`config.mk`:
```
export PLATFORM = sky130hd
export DESIGN_NAME = bhist_queue
export DESIGN_NICKNAME = d
export VERILOG_FILES = /design/src/rtl/bhist_pkg.sv /design/src/rtl/bhist_ctrl.sv /design/src/rtl/bhist_dpath.sv /design/src/rtl/bhist_queue.sv
export SDC_FILE = /design/constraint.sdc
export NUM_CORES = 1
export LEC_CHECK = 0
export ABC_AREA = 1
export ABC_CLOCK_PERIOD_IN_PS = 16100
export BUFFER_PORTS_ARGS = -buffer_cell sky130_fd_sc_hd__buf_4
export CELL_PAD_IN_SITES_DETAIL_PLACEMENT = 0
export CELL_PAD_IN_SITES_GLOBAL_PLACEMENT = 1
export CORE_MARGIN = 2
export CORE_UTILIZATION = 45
export DETAILED_ROUTE_END_ITERATION = 16
export GPL_ROUTABILITY_DRIVEN = 0
export GPL_TIMING_DRIVEN = 0
export HOLD_SLACK_MARGIN = 0.02
export PLACE_DENSITY_LB_ADDON = 0.15
export SYNTH_ARGS = -nofsm -noshare
export SYNTH_HDL_FRONTEND = slang
export SYNTH_SLANG_ARGS = --single-unit
```
`constraint.sdc`:
```
create_clock -name clk -period 16.1 [get_ports clk]
set_input_delay 0.805 -clock clk [delete_from_list [all_inputs] [get_ports clk]]
set_output_delay 0.805 -clock clk [all_outputs]
set_load 0.01 [all_outputs]
```
`src/rtl/bhist_pkg.sv`:
```
package bhist_pkg;

  typedef enum logic [1:0] {
    RAS_NONE    = 2'd0,
    RAS_RESTORE = 2'd1,
    RAS_POP     = 2'd2
  } ras_op_e;

  typedef enum logic [1:0] {
    ST_IDLE,
    ST_CMT,
    ST_SQW,
    ST_FIX
  } walk_state_e;

  // strobes from control to datapath, one action per cycle
  typedef struct packed {
    logic push;
    logic capture;
    logic retire;
    logic dropYoung;
    logic fix;
    logic flagErr;
  } bhq_strobe_t;

endpackage

```
`src/rtl/bhist_ctrl.sv`:
```
module bhist_ctrl
  import bhist_pkg::*;
(
  input  logic        clk,
  input  logic        rstN,
  input  logic        insValid,
  input  logic        cmtValid,
  input  logic        sqValid,
  input  logic        misValid,
  input  logic        isEmpty,
  input  logic        isFull,
  input  logic        oldLe,
  input  logic        youngGt,
  input  logic        youngEq,
  output bhq_strobe_t stb,
  output logic        busy,
  output logic        insReady
);

  walk_state_e state, stateNxt;
  logic        isMis;

  assign busy     = (state != ST_IDLE);
  assign insReady = (state == ST_IDLE) && !isFull && !cmtValid && !sqValid && !misValid;

  always_comb begin
    stb      = '0;
    stateNxt = state;
    unique case (state)
      ST_IDLE: begin
        if (misValid || sqValid) begin
          stb.capture = 1'b1;
          stateNxt    = ST_SQW;
        end else if (cmtValid) begin
          stb.capture = 1'b1;
          stateNxt    = ST_CMT;
        end else begin
          stb.push = insValid && insReady;
        end
      end
      ST_CMT: begin
        if (!isEmpty && oldLe) stb.retire = 1'b1;
        else                   stateNxt   = ST_IDLE;
      end
      ST_SQW: begin
        if (!isEmpty && youngGt) stb.dropYoung = 1'b1;
        else                     stateNxt      = isMis ? ST_FIX : ST_IDLE;
      end
      ST_FIX: begin
        if (!isEmpty) begin
          stb.fix     = youngEq;
          stb.flagErr = !youngEq;
        end
        stateNxt = ST_IDLE;
      end
      default: stateNxt = ST_IDLE;
    endcase
  end

  always_ff @(posedge clk or negedge rstN) begin
    if (!rstN) begin
      state <= ST_IDLE;
      isMis <= 1'b0;
    end else begin
      state <= stateNxt;
      if (state == ST_IDLE && (misValid || sqValid)) isMis <= misValid;
    end
  end

endmodule

```
`src/rtl/bhist_dpath.sv`:
```
module bhist_dpath
  import bhist_pkg::*;
#(
  parameter int DEPTH = 8,
  parameter int SEQ_W = 8,
  parameter int PC_W  = 16,
  parameter int IDX_W = 4,
  parameter int TID_W = 2
) (
  input  logic              clk,
  input  logic              rstN,
  input  bhq_strobe_t       stb,
  input  logic [SEQ_W-1:0]  opSeq,
  input  logic              misTaken,
  input  logic [PC_W-1:0]   misTarget,
  input  logic [SEQ_W-1:0]  insSeq,
  input  logic [PC_W-1:0]   insPc,
  input  logic              insTaken,
  input  logic [TID_W-1:0]  insTid,
  input  logic              insRet,
  input  logic              insCall,
  input  logic              insInd,
  input  logic              insUsedStk,
  input  logic              insPushed,
  input  logic [IDX_W-1:0]  insStkIdx,
  input  logic [PC_W-1:0]   insStkTgt,
  output logic              isEmpty,
  output logic              isFull,
  output logic              oldLe,
  output logic              youngGt,
  output logic              youngEq,
  output logic              updValid,
  output logic              updSquash,
  output logic [PC_W-1:0]   updPc,
  output logic              updTaken,
  output logic [TID_W-1:0]  updTid,
  output ras_op_e           rasOp,
  output logic [IDX_W-1:0]  rasIdx,
  output logic [PC_W-1:0]   rasTgt,
  output logic              btbWrValid,
  output logic [PC_W-1:0]   btbWrPc,
  output logic [PC_W-1:0]   btbWrTgt,
  output logic              orderErr
);

  localparam int PTR_W = (DEPTH > 1) ? $clog2(DEPTH) : 1;
  localparam int CNT_W = $clog2(DEPTH + 1);

  logic [SEQ_W-1:0] seqMem  [DEPTH];
  logic [PC_W-1:0]  pcMem   [DEPTH];
  logic [TID_W-1:0] tidMem  [DEPTH];
  logic [IDX_W-1:0] idxMem  [DEPTH];
  logic [PC_W-1:0]  tgtMem  [DEPTH];
  logic             takenMem[DEPTH];
  logic             retMem  [DEPTH];
  logic             callMem [DEPTH];
  logic             indMem  [DEPTH];
  logic             usedMem [DEPTH];
  logic             pushMem [DEPTH];

  logic [PTR_W-1:0] headPtr, tailPtr, yPtr;
  logic [CNT_W-1:0] count;
  logic [SEQ_W-1:0] cmdSeq;
  logic             actTaken;
  logic [PC_W-1:0]  corrTgt;

  function automatic logic [PTR_W-1:0] ptrInc(input logic [PTR_W-1:0] p);
    return (p == PTR_W'(DEPTH - 1)) ? '0 : p + PTR_W'(1);
  endfunction

  function automatic logic [PTR_W-1:0] ptrDec(input logic [PTR_W-1:0] p);
    return (p == '0) ? PTR_W'(DEPTH - 1) : p - PTR_W'(1);
  endfunction

  assign yPtr    = ptrDec(tailPtr);
  assign isEmpty = (count == '0);
  assign isFull  = (count == CNT_W'(DEPTH));
  assign oldLe   = (seqMem[headPtr] <= cmdSeq);
  assign youngGt = (seqMem[yPtr] > cmdSeq);
  assign youngEq = (seqMem[yPtr] == cmdSeq);

  // record storage, no reset needed: occupancy is tracked by count
  always_ff @(posedge clk) begin
    if (stb.push) begin
      seqMem[tailPtr]   <= insSeq;
      pcMem[tailPtr]    <= insPc;
      tidMem[tailPtr]   <= insTid;
      idxMem[tailPtr]   <= insStkIdx;
      tgtMem[tailPtr]   <= insStkTgt;
      takenMem[tailPtr] <= insTaken;
      retMem[tailPtr]   <= insRet;
      callMem[tailPtr]  <= insCall;
      indMem[tailPtr]   <= insInd;
      usedMem[tailPtr]  <= insUsedStk;
      pushMem[tailPtr]  <= insPushed;
    end
    if (stb.fix) begin
      takenMem[yPtr] <= actTaken;
      if (actTaken) begin
        if (retMem[yPtr] && !usedMem[yPtr]) usedMem[yPtr] <= 1'b1;
      end else if (usedMem[yPtr]) begin
        usedMem[yPtr] <= 1'b0;
      end else if (callMem[yPtr] && pushMem[yPtr]) begin
        pushMem[yPtr] <= 1'b0;
      end
    end
  end

  always_ff @(posedge clk or negedge rstN) begin
    if (!rstN) begin
      headPtr  <= '0;
      tailPtr  <= '0;
      count    <= '0;
      cmdSeq   <= '0;
      actTaken <= 1'b0;
      corrTgt  <= '0;
    end else begin
      if (stb.capture) begin
        cmdSeq   <= opSeq;
        actTaken <= misTaken;
        corrTgt  <= misTarget;
      end
      if (stb.push) begin
        tailPtr <= ptrInc(tailPtr);
        count   <= count + CNT_W'(1);
      end else if (stb.retire) begin
        headPtr <= ptrInc(headPtr);
        count   <= count - CNT_W'(1);
      end else if (stb.dropYoung) begin
        tailPtr <= yPtr;
        count   <= count - CNT_W'(1);
      end
    end
  end

  // registered result pulses
  always_ff @(posedge clk or negedge rstN) begin
    if (!rstN) begin
      updValid   <= 1'b0;
      updSquash  <= 1'b0;
      updPc      <= '0;
      updTaken   <= 1'b0;
      updTid     <= '0;
      rasOp      <= RAS_NONE;
      rasIdx     <= '0;
      rasTgt     <= '0;
      btbWrValid <= 1'b0;
      btbWrPc    <= '0;
      btbWrTgt   <= '0;
      orderErr   <= 1'b0;
    end else begin
      updValid   <= 1'b0;
      btbWrValid <= 1'b0;
      rasOp      <= RAS_NONE;
      orderErr   <= stb.flagErr;
      if (stb.retire) begin
        updValid  <= 1'b1;
        updSquash <= 1'b0;
        updPc     <= pcMem[headPtr];
        updTaken  <= takenMem[headPtr];
        updTid    <= tidMem[headPtr];
      end
      if (stb.dropYoung) begin
        rasIdx <= idxMem[yPtr];
        rasTgt <= tgtMem[yPtr];
        if (usedMem[yPtr])                       rasOp <= RAS_RESTORE;
        else if (callMem[yPtr] && pushMem[yPtr]) rasOp <= RAS_POP;
      end
      if (stb.fix) begin
        updValid  <= 1'b1;
        updSquash <= 1'b1;
        updPc     <= pcMem[yPtr];
        updTaken  <= actTaken;
        updTid    <= tidMem[yPtr];
        rasIdx    <= idxMem[yPtr];
        rasTgt    <= tgtMem[yPtr];
        if (actTaken) begin
          if (!indMem[yPtr]) begin
            btbWrValid <= 1'b1;
            btbWrPc    <= pcMem[yPtr];
            btbWrTgt   <= corrTgt;
          end
        end else if (usedMem[yPtr]) begin
          rasOp <= RAS_RESTORE;
        end else if (callMem[yPtr] && pushMem[yPtr]) begin
          rasOp <= RAS_POP;
        end
      end
    end
  end

endmodule

```
`src/rtl/bhist_queue.sv`:
```
module bhist_queue
  import bhist_pkg::*;
#(
  parameter int DEPTH = 8,
  parameter int SEQ_W = 8,
  parameter int PC_W  = 16,
  parameter int IDX_W = 4,
  parameter int TID_W = 2
) (
  input  logic             clk,
  input  logic             rstN,
  input  logic             insValid,
  output logic             insReady,
  input  logic [SEQ_W-1:0] insSeq,
  input  logic [PC_W-1:0]  insPc,
  input  logic             insTaken,
  input  logic [TID_W-1:0] insTid,
  input  logic             insRet,
  input  logic             insCall,
  input  logic             insInd,
  input  logic             insUsedStk,
  input  logic             insPushed,
  input  logic [IDX_W-1:0] insStkIdx,
  input  logic [PC_W-1:0]  insStkTgt,
  input  logic             cmtValid,
  input  logic [SEQ_W-1:0] cmtSeq,
  input  logic             sqValid,
  input  logic [SEQ_W-1:0] sqSeq,
  input  logic             misValid,
  input  logic [SEQ_W-1:0] misSeq,
  input  logic             misTaken,
  input  logic [PC_W-1:0]  misTarget,
  output logic             busy,
  output logic             updValid,
  output logic             updSquash,
  output logic [PC_W-1:0]  updPc,
  output logic             updTaken,
  output logic [TID_W-1:0] updTid,
  output logic [1:0]       rasOp,
  output logic [IDX_W-1:0] rasIdx,
  output logic [PC_W-1:0]  rasTgt,
  output logic             btbWrValid,
  output logic [PC_W-1:0]  btbWrPc,
  output logic [PC_W-1:0]  btbWrTgt,
  output logic             orderErr
);

  bhq_strobe_t      stb;
  logic             isEmpty, isFull, oldLe, youngGt, youngEq;
  logic [SEQ_W-1:0] opSeq;
  ras_op_e          rasOpE;

  assign opSeq = misValid ? misSeq : (sqValid ? sqSeq : cmtSeq);
  assign rasOp = rasOpE;

  bhist_ctrl u_ctrl (
    .clk(clk), .rstN(rstN),
    .insValid(insValid), .cmtValid(cmtValid), .sqValid(sqValid), .misValid(misValid),
    .isEmpty(isEmpty), .isFull(isFull), .oldLe(oldLe), .youngGt(youngGt), .youngEq(youngEq),
    .stb(stb), .busy(busy), .insReady(insReady)
  );

  bhist_dpath #(
    .DEPTH(DEPTH), .SEQ_W(SEQ_W), .PC_W(PC_W), .IDX_W(IDX_W), .TID_W(TID_W)
  ) u_dpath (
    .clk(clk), .rstN(rstN), .stb(stb),
    .opSeq(opSeq), .misTaken(misTaken), .misTarget(misTarget),
    .insSeq(insSeq), .insPc(insPc), .insTaken(insTaken), .insTid(insTid),
    .insRet(insRet), .insCall(insCall), .insInd(insInd),
    .insUsedStk(insUsedStk), .insPushed(insPushed),
    .insStkIdx(insStkIdx), .insStkTgt(insStkTgt),
    .isEmpty(isEmpty), .isFull(isFull), .oldLe(oldLe), .youngGt(youngGt), .youngEq(youngEq),
    .updValid(updValid), .updSquash(updSquash), .updPc(updPc), .updTaken(updTaken),
    .updTid(updTid), .rasOp(rasOpE), .rasIdx(rasIdx), .rasTgt(rasTgt),
    .btbWrValid(btbWrValid), .btbWrPc(btbWrPc), .btbWrTgt(btbWrTgt),
    .orderErr(orderErr)
  );

endmodule

```
Word-level counts from Yosys, hierarchy flattened
Memories as Yosys holds them, arrays and structs flattened.
Cells that the tools add are included.
{ "op_classes": {"reduce_logical": 33, "magnitude_cmp": 2, "n_bitwise": 3, "add_sub_neg": 5, "n_mux": 79, "n_eq_ne": 11} }
{ "op_table": {"columns": ["cell", "count"], "rows": [
  ["$mux W16", 4],
  ["$mux W1", 41],
  ["$mux W2", 17],
  ["$mux W3", 9],
  ["$mux W4", 5],
  ["$mux W8", 2],
  ["$logic_and A1 B1 Y1", 10],
  ["$eq A8 B8 Y1", 1],
  ["$gt A8 B8 Y1", 1],
  ["$le A8 B8 Y1", 1],
  ["$pmux W2 S4", 1],
  ["$reduce_bool A2 Y1", 4],
  ["$logic_not A1 Y1", 7],
  ["$add A3 B1 Y3 const B", 2],
  ["$eq A3 B3 Y1 const B", 2],
  ["$reduce_and A3 Y1", 2],
  ["$add A4 B1 Y4 const B", 1],
  ["$eq A2 B2 Y1 const B", 2],
  ["$eq A4 B4 Y1 const B", 1],
  ["$logic_not A4 Y1", 1],
  ["$ne A2 B2 Y1 const B", 2],
  ["$reduce_and A2 Y1", 2],
  ["$sub A4 B1 Y4 const B", 1],
  ["$logic_not A3 Y1", 1],
  ["other kinds (10)", 13]
]} }
{ "totals": {"mem_count": 11, "elab_cells": 164, "mem_bits_rw": 416, "input_bits": 99, "regBits": 115} }
{ "memory_table": {"columns": ["name", "words", "width", "rd", "rd_ports_with_merged_regs", "wr", "line_no", "rtl"], "rows": [
  ["u_dpath.pcMem", 8, 16, 2, 0, 1, "bhist_dpath.sv:50", "logic [PC_W-1:0] pcMem [DEPTH];"],
  ["u_dpath.tgtMem", 8, 16, 1, 0, 1, "bhist_dpath.sv:53", "logic [PC_W-1:0] tgtMem [DEPTH];"],
  ["u_dpath.seqMem", 8, 8, 2, 0, 1, "bhist_dpath.sv:49", "logic [SEQ_W-1:0] seqMem [DEPTH];"],
  ["u_dpath.idxMem", 8, 4, 1, 0, 1, "bhist_dpath.sv:52", "logic [IDX_W-1:0] idxMem [DEPTH];"],
  ["u_dpath.tidMem", 8, 2, 2, 0, 1, "bhist_dpath.sv:51", "logic [TID_W-1:0] tidMem [DEPTH];"],
  ["u_dpath.callMem", 8, 1, 1, 0, 1, "bhist_dpath.sv:56", "logic callMem [DEPTH];"],
  ["5 more memories", null, null, null, null, null, null, null]
]} }

Logic depth before layout (Yosys ltp)
{ "depth": {"depth_word": 13, "ltp_mapped": 26, "depth_no_buf": 22} }

By module
A second synthesis with hierarchy kept.
{ "unflattened": {"hier_cells": 2204, "area_unflattened_um2": 23034.6} }
{ "modules_own_cells": {"columns": ["module", "area_each_um2", "n_inst", "seq_area_each_um2", "cells_per_inst"], "rows": [
  ["bhist_dpath", 22540.4, 1, 15214.6, 2105],
  ["bhist_ctrl", 254.0, 1, 75.1, 39],
  ["bhist_queue", 240.2, 1, 0.0, 60]
]} }

Worst setup path after synthesis
OpenSTA, ideal clock, no wires.
{ "synth_timing": {"kind": "input to register", "from": "in sqValid", "to": "mem u_dpath.callMem[4], enable pin", "cell_stages": 10, "path_slack_ns": 10.479, "n_path_buf": 1, "t_arrival_ns": 5.105, "setup_ns": 0.516, "path_cell_list": "buf_2 -> nor2_1 -> nand2_1 -> nor2_1 -> nand2_1 -> inv_1 -> nand2_2 -> inv_1 -> nand2_1 -> nor3_1"} }
{ "synth_via": {"elab_chain_len": 9, "word_cells_on_any_way": 10, "classes_between": "mux: 5; reduce/logical: 5"} }
{ "synth_lines": {"columns": ["element", "line_no", "rtl"], "rows": [
  ["from (decl)", "bhist_queue.sv:27", "input logic sqValid,"],
  ["$logic_not A1 Y1", "bhist_ctrl.sv:24", "assign insReady = (state == ST_IDLE) && !isFull && !cmtValid && !sqValid && !misValid;"],
  ["$logic_and A1 B1 Y1 (2 in series)", "bhist_ctrl.sv:24", null],
  ["named net insReady", "bhist_queue.sv:13", "output logic insReady,"],
  ["$logic_and A1 B1 Y1", "bhist_ctrl.sv:38", "stb.push = insValid && insReady;"],
  ["$mux W1", "bhist_ctrl.sv:34", "end else if (cmtValid) begin"],
  ["$mux W1", "bhist_ctrl.sv:31", "if (misValid || sqValid) begin"],
  ["$mux W2", "bhist_ctrl.sv:29", "unique case (state)"],
  ["$mux W1", "bhist_dpath.sv:84", "if (stb.push) begin"],
  ["$mux W1 (not written as such)", "bhist_dpath.sv:92", "callMem[tailPtr] <= insCall;"],
  ["to (decl)", "bhist_dpath.sv:56", null]
]} }
The timed path passes the listed nets, and every way through them passes these cells.

Worst setup path in the final report
{ "layout_timing": {"from": "reg u_dpath.tailPtr[1]", "to": "mem u_dpath.usedMem[1], enable pin"} }
{ "layout_via": {"elab_chain_len": 12, "word_cells_on_any_way": 23, "classes_between": "add/sub: 1; eq/ne: 1; mux: 13; bitwise: 1; reduce/logical: 4; memory: 3"} }
{ "layout_lines": {"columns": ["element", "line_no", "rtl"], "rows": [
  ["from (decl)", "bhist_dpath.sv:61", "logic [PTR_W-1:0] headPtr, tailPtr, yPtr;"],
  ["from (signal assigned)", "bhist_dpath.sv:124", "tailPtr <= ptrInc(tailPtr);"],
  ["from (signal assigned)", "bhist_dpath.sv:130", "tailPtr <= yPtr;"],
  ["branches (longest 12 deep; another with $mem_v2 Z8 W8)", null, null],
  ["to (decl)", "bhist_dpath.sv:58", "logic usedMem [DEPTH];"]
]} }
Parallel ways; which one is timed is not known.

==> impl_metrics.json <==
{
  "outcome": "finished clean",
  "core_um2": 51500,
  "synth_seq_area_share": 0.652,
  "use_met1": 0.377,
  "slew_headroom": 0.333,
  "worstPathArrival_ps": 6750,
  "setup_violations": 0,
  "grt_use_total": 0.282,
  "cap_violations": 0,
  "max_stage_delay_ps": 670,
  "drv_slew": 0,
  "setup_tns_ps": 0,
  "max_freq_mhz": 155,
  "chipHeight_um": 233,
  "grt_antenna_before_repair": 2,
  "hpwl_mm": 53.0,
  "grt_pass1_wl_mm": 113,
  "cp.required_ps": 16420,
  "final_cell_mix": "edfxtp_1 (416), nand2_1 (382), o21ai_0 (307)",
  "power.clock.fraction": 0.224,
  "fin_crit_sh": 0.400,
  "synth_top_area_frac": 0.530,
  "wl_per_cell_um": 23.7,
  "num_antenna_cells": 0,
  "wl_mm": 76.4,
  "grt_pass1_vias": 18100,
  "min_path_type": "input pin to asynchronous set/reset pin",
  "die_area_um2": 54200,
  "drc_errors": 0,
  "htreeDepth": 2,
  "drt_first_pass_iters": 6,
  "rows": 83,
  "cp-end-kind": "flip-flop",
  "cpMaxStageDelayCell": "nor3_1",
  "fin_crit_ps": 6430,
  "worstPathCellList": "clkinv_1 > ha_1 > buf_2 > clkinv_1 > buf_2 > clkbuf_1 > buf_2 > o211ai_1 > nand3_1 > o21ai_0 > ha_1 > nand2_1 > nor2_1 > nand3_2 > nor3_1 > nand2_1 > nor2_1 > nand2_4 > nand2_2 > nand2_1 > nand2_1 > nand2_1 > nor2_1",
  "numCtsBuffers": 56,
  "layout.nets": 2623,
  "skew_ps": 16.1,
  "synthTopCellsByArea": "edfxtp_1 (53%), dfrtp_1 (12%), o21ai_0 (6.5%)",
  "place_area_um2": 26400,
  "fin_area_um2": 28200,
  "path_max_fanout": 10,
  "worst_slew_pin_slew_ps": 995,
  "clock_sinks": 531,
  "p_comb_frac": 0.480,
  "ctsHoldBuffers": 0,
  "yosysWarnings": 0,
  "synth_edf_count": 416,
  "layout-drive-gt1-share": 0.164,
  "yosys_most_used_dff": "edfxtp_1",
  "cts_root_buffer": "clkbuf_16",
  "worstSetupStartpointType": "flip-flop",
  "clkLatencyLatePin_ps": 620,
  "portBuffers": 176,
  "grt_max_degree": 93,
  "p_int_mw": 3.15,
  "use_met2": 0.456,
  "cts_tree": "done",
  "p_per_area_nw_per_um2": 201,
  "p_sw_frac": 0.445,
  "finalHoldViolCount": 0,
  "vdd_drop_max_v": 0.000104,
  "synthesis.instances": 2210,
  "ys_ff_latch": 531,
  "post_cts_buffers": 0,
  "yosysTopAreaCell": "edfxtp_1",
  "vias": 18500,
  "clkTransAtPathRegs_ps": 60,
  "overflow": 0,
  "mostFrequentLayoutCell": "edfxtp_1",
  "p_switching_mw": 2.53,
  "crit_top_cell": "nand2_1",
  "rsz0062_at_grt": "false",
  "drt_iter0_markers": 1933,
  "antenna_left": 0,
  "synth_area_um2": 23600,
  "async_flop_share": 0.217,
  "busiest_layer": "met2",
  "viasPerCell": 5.72,
  "syn_to_final_growth_pct": 19.9,
  "io_pins": 178,
  "met3_usage": 0.0561,
  "syn_area_per_cell_um2": 10.7,
  "postCtsResizedCells": 0,
  "seqPwrFrac": 0.296,
  "leakagePower_nw": 11.0,
  "clockBufferDepth": 3,
  "synthDistinctLibCells": 40,
  "syn_nets": 2334,
  "initial_utilization": 0.457,
  "worstSetupPathType": "flip-flop to flip-flop",
  "die_w_um": 233
}
==> power by group through the flow <==
stage	Combinational (mW)	Sequential, mW	Clock [mW]
2_1_floorplan	1.58	1.71	0
3_3_place_gp	2.62	1.71	0
3_5_place_dp	2.67	1.71	0
4_1_cts	2.68	1.68	1.29
5_1_grt	2.96	1.69	1.34
6_report	2.72	1.68	1.27
==> state kept, by name, summed over array words and instances, names as in the netlist, 16 cells and up <==
signal,count
u_dpath.tidMem,16
u_dpath.seqMem,64
u_dpath.btbWrPc,16
u_dpath.updPc,16
u_dpath.tgtMem,128
u_dpath.rasTgt,16
u_dpath.corrTgt,16
u_dpath.btbWrTgt,16
u_dpath.idxMem,32
u_dpath.pcMem,128
==> kinds of logic after synthesis <==
| kind of cell | synth area share |
|---|---|
| multiplexers | 0.00860 |
| flip-flops | 0.652 |
| AND/OR/NAND/NOR | 0.129 |
| adder cells (fa/ha/maj) | 0.0136 |
| buffers and inverters | 0.0499 |
| XOR/XNOR | 0.00186 |
| AO/OA/AOI/OAI | 0.145 |
==> final cells by class <==
class	instances	area (um2)
well taps	680	851
inverters	132	495
clock buffers	75	1550
multi-input cells	1403	7060
repair buffers	231	1980
flip-flops and latches	531	15400
plain buffers	144	679
fillers	4488	23300
clock inverters	29	254
==> final timing paths <==
kind / start / to / slack (ps) / cells past startpoint
hold reg to reg: u_dpath.btbWrTgt[12] / u_dpath.btbWrTgt[12] / 470 / 2
setup / recovery: u_dpath.tailPtr[1] / u_dpath.usedMem[1] / 9670 / 23
max in group asynchronous: rstN / u_dpath.rasTgt[1] / 15210 / 2
min in group clk: misTarget[1] / u_dpath.corrTgt[1] / 400 / 3
setup reg to reg: u_dpath.tailPtr[1] / u_dpath.usedMem[1] / 9670 / 23
hold / removal: rstN / u_dpath.cmdSeq[5] / 60 / 1
==> layer usage <==
layer | wire [um] | vias to the layer above
li1 | - | 8411
met1 | 31300 | 8938
met2 | 35500 | 916
met3 | 6900 | 181
met4 | 2600 | 4
met5 | 30 | -
==> critical path, delay by kind of cell (launching register included) <==
kind | cells | cell delay [ps]
adders and majority gates | 2 | 790
AOI/OAI and AO/OA | 2 | 370
buffers and inverters | 6 | 2210
and+or+nand+nor | 13 | 2170
DFF | 1 | 560
==> synth_stat cells, types with 4 or more instances <==
| cell | number |
|---|---|
| buf_1 | 12 |
| nand3_2 | 5 |
| a32o_1 | 7 |
| dfrtp_1 | 115 |
| nand4_1 | 5 |
| nor2_1 | 238 |
| nand2_1 | 382 |
| inv_2 | 6 |
| edfxtp_1 | 416 |
| o21ai_0 | 307 |
| nor3_1 | 18 |
| buf_2 | 39 |
| a21oi_1 | 128 |
| clkinv_1 | 4 |
| inv_1 | 122 |
| o22ai_1 | 63 |
| a31oi_1 | 38 |
| buf_4 | 6 |
| xor2_1 | 5 |
| buf_6 | 9 |
| o211ai_1 | 43 |
| nand3_1 | 82 |
| ha_1 | 24 |
| mux2_2 | 18 |
| a311oi_1 | 8 |
| o21a_1 | 9 |
| nand2_4 | 4 |
| clkbuf_1 | 78 |
==> through the flow <==
step	worst slack, ps	power (mW)	hold WS [ps]	utilization	instances
after CTS	9770	5.65	51.1	0.548	3225
after detailed placement	9810	4.37	460	0.513	3121
final	9670	5.68	63.8	0.548	3225
after floorplan	10480	3.30	445	-	2210
after global placement	5730	4.33	451	0.500	3066
after global routing	9260	6.00	75.8	0.548	3225
Power figures use the tool's default switching activity.
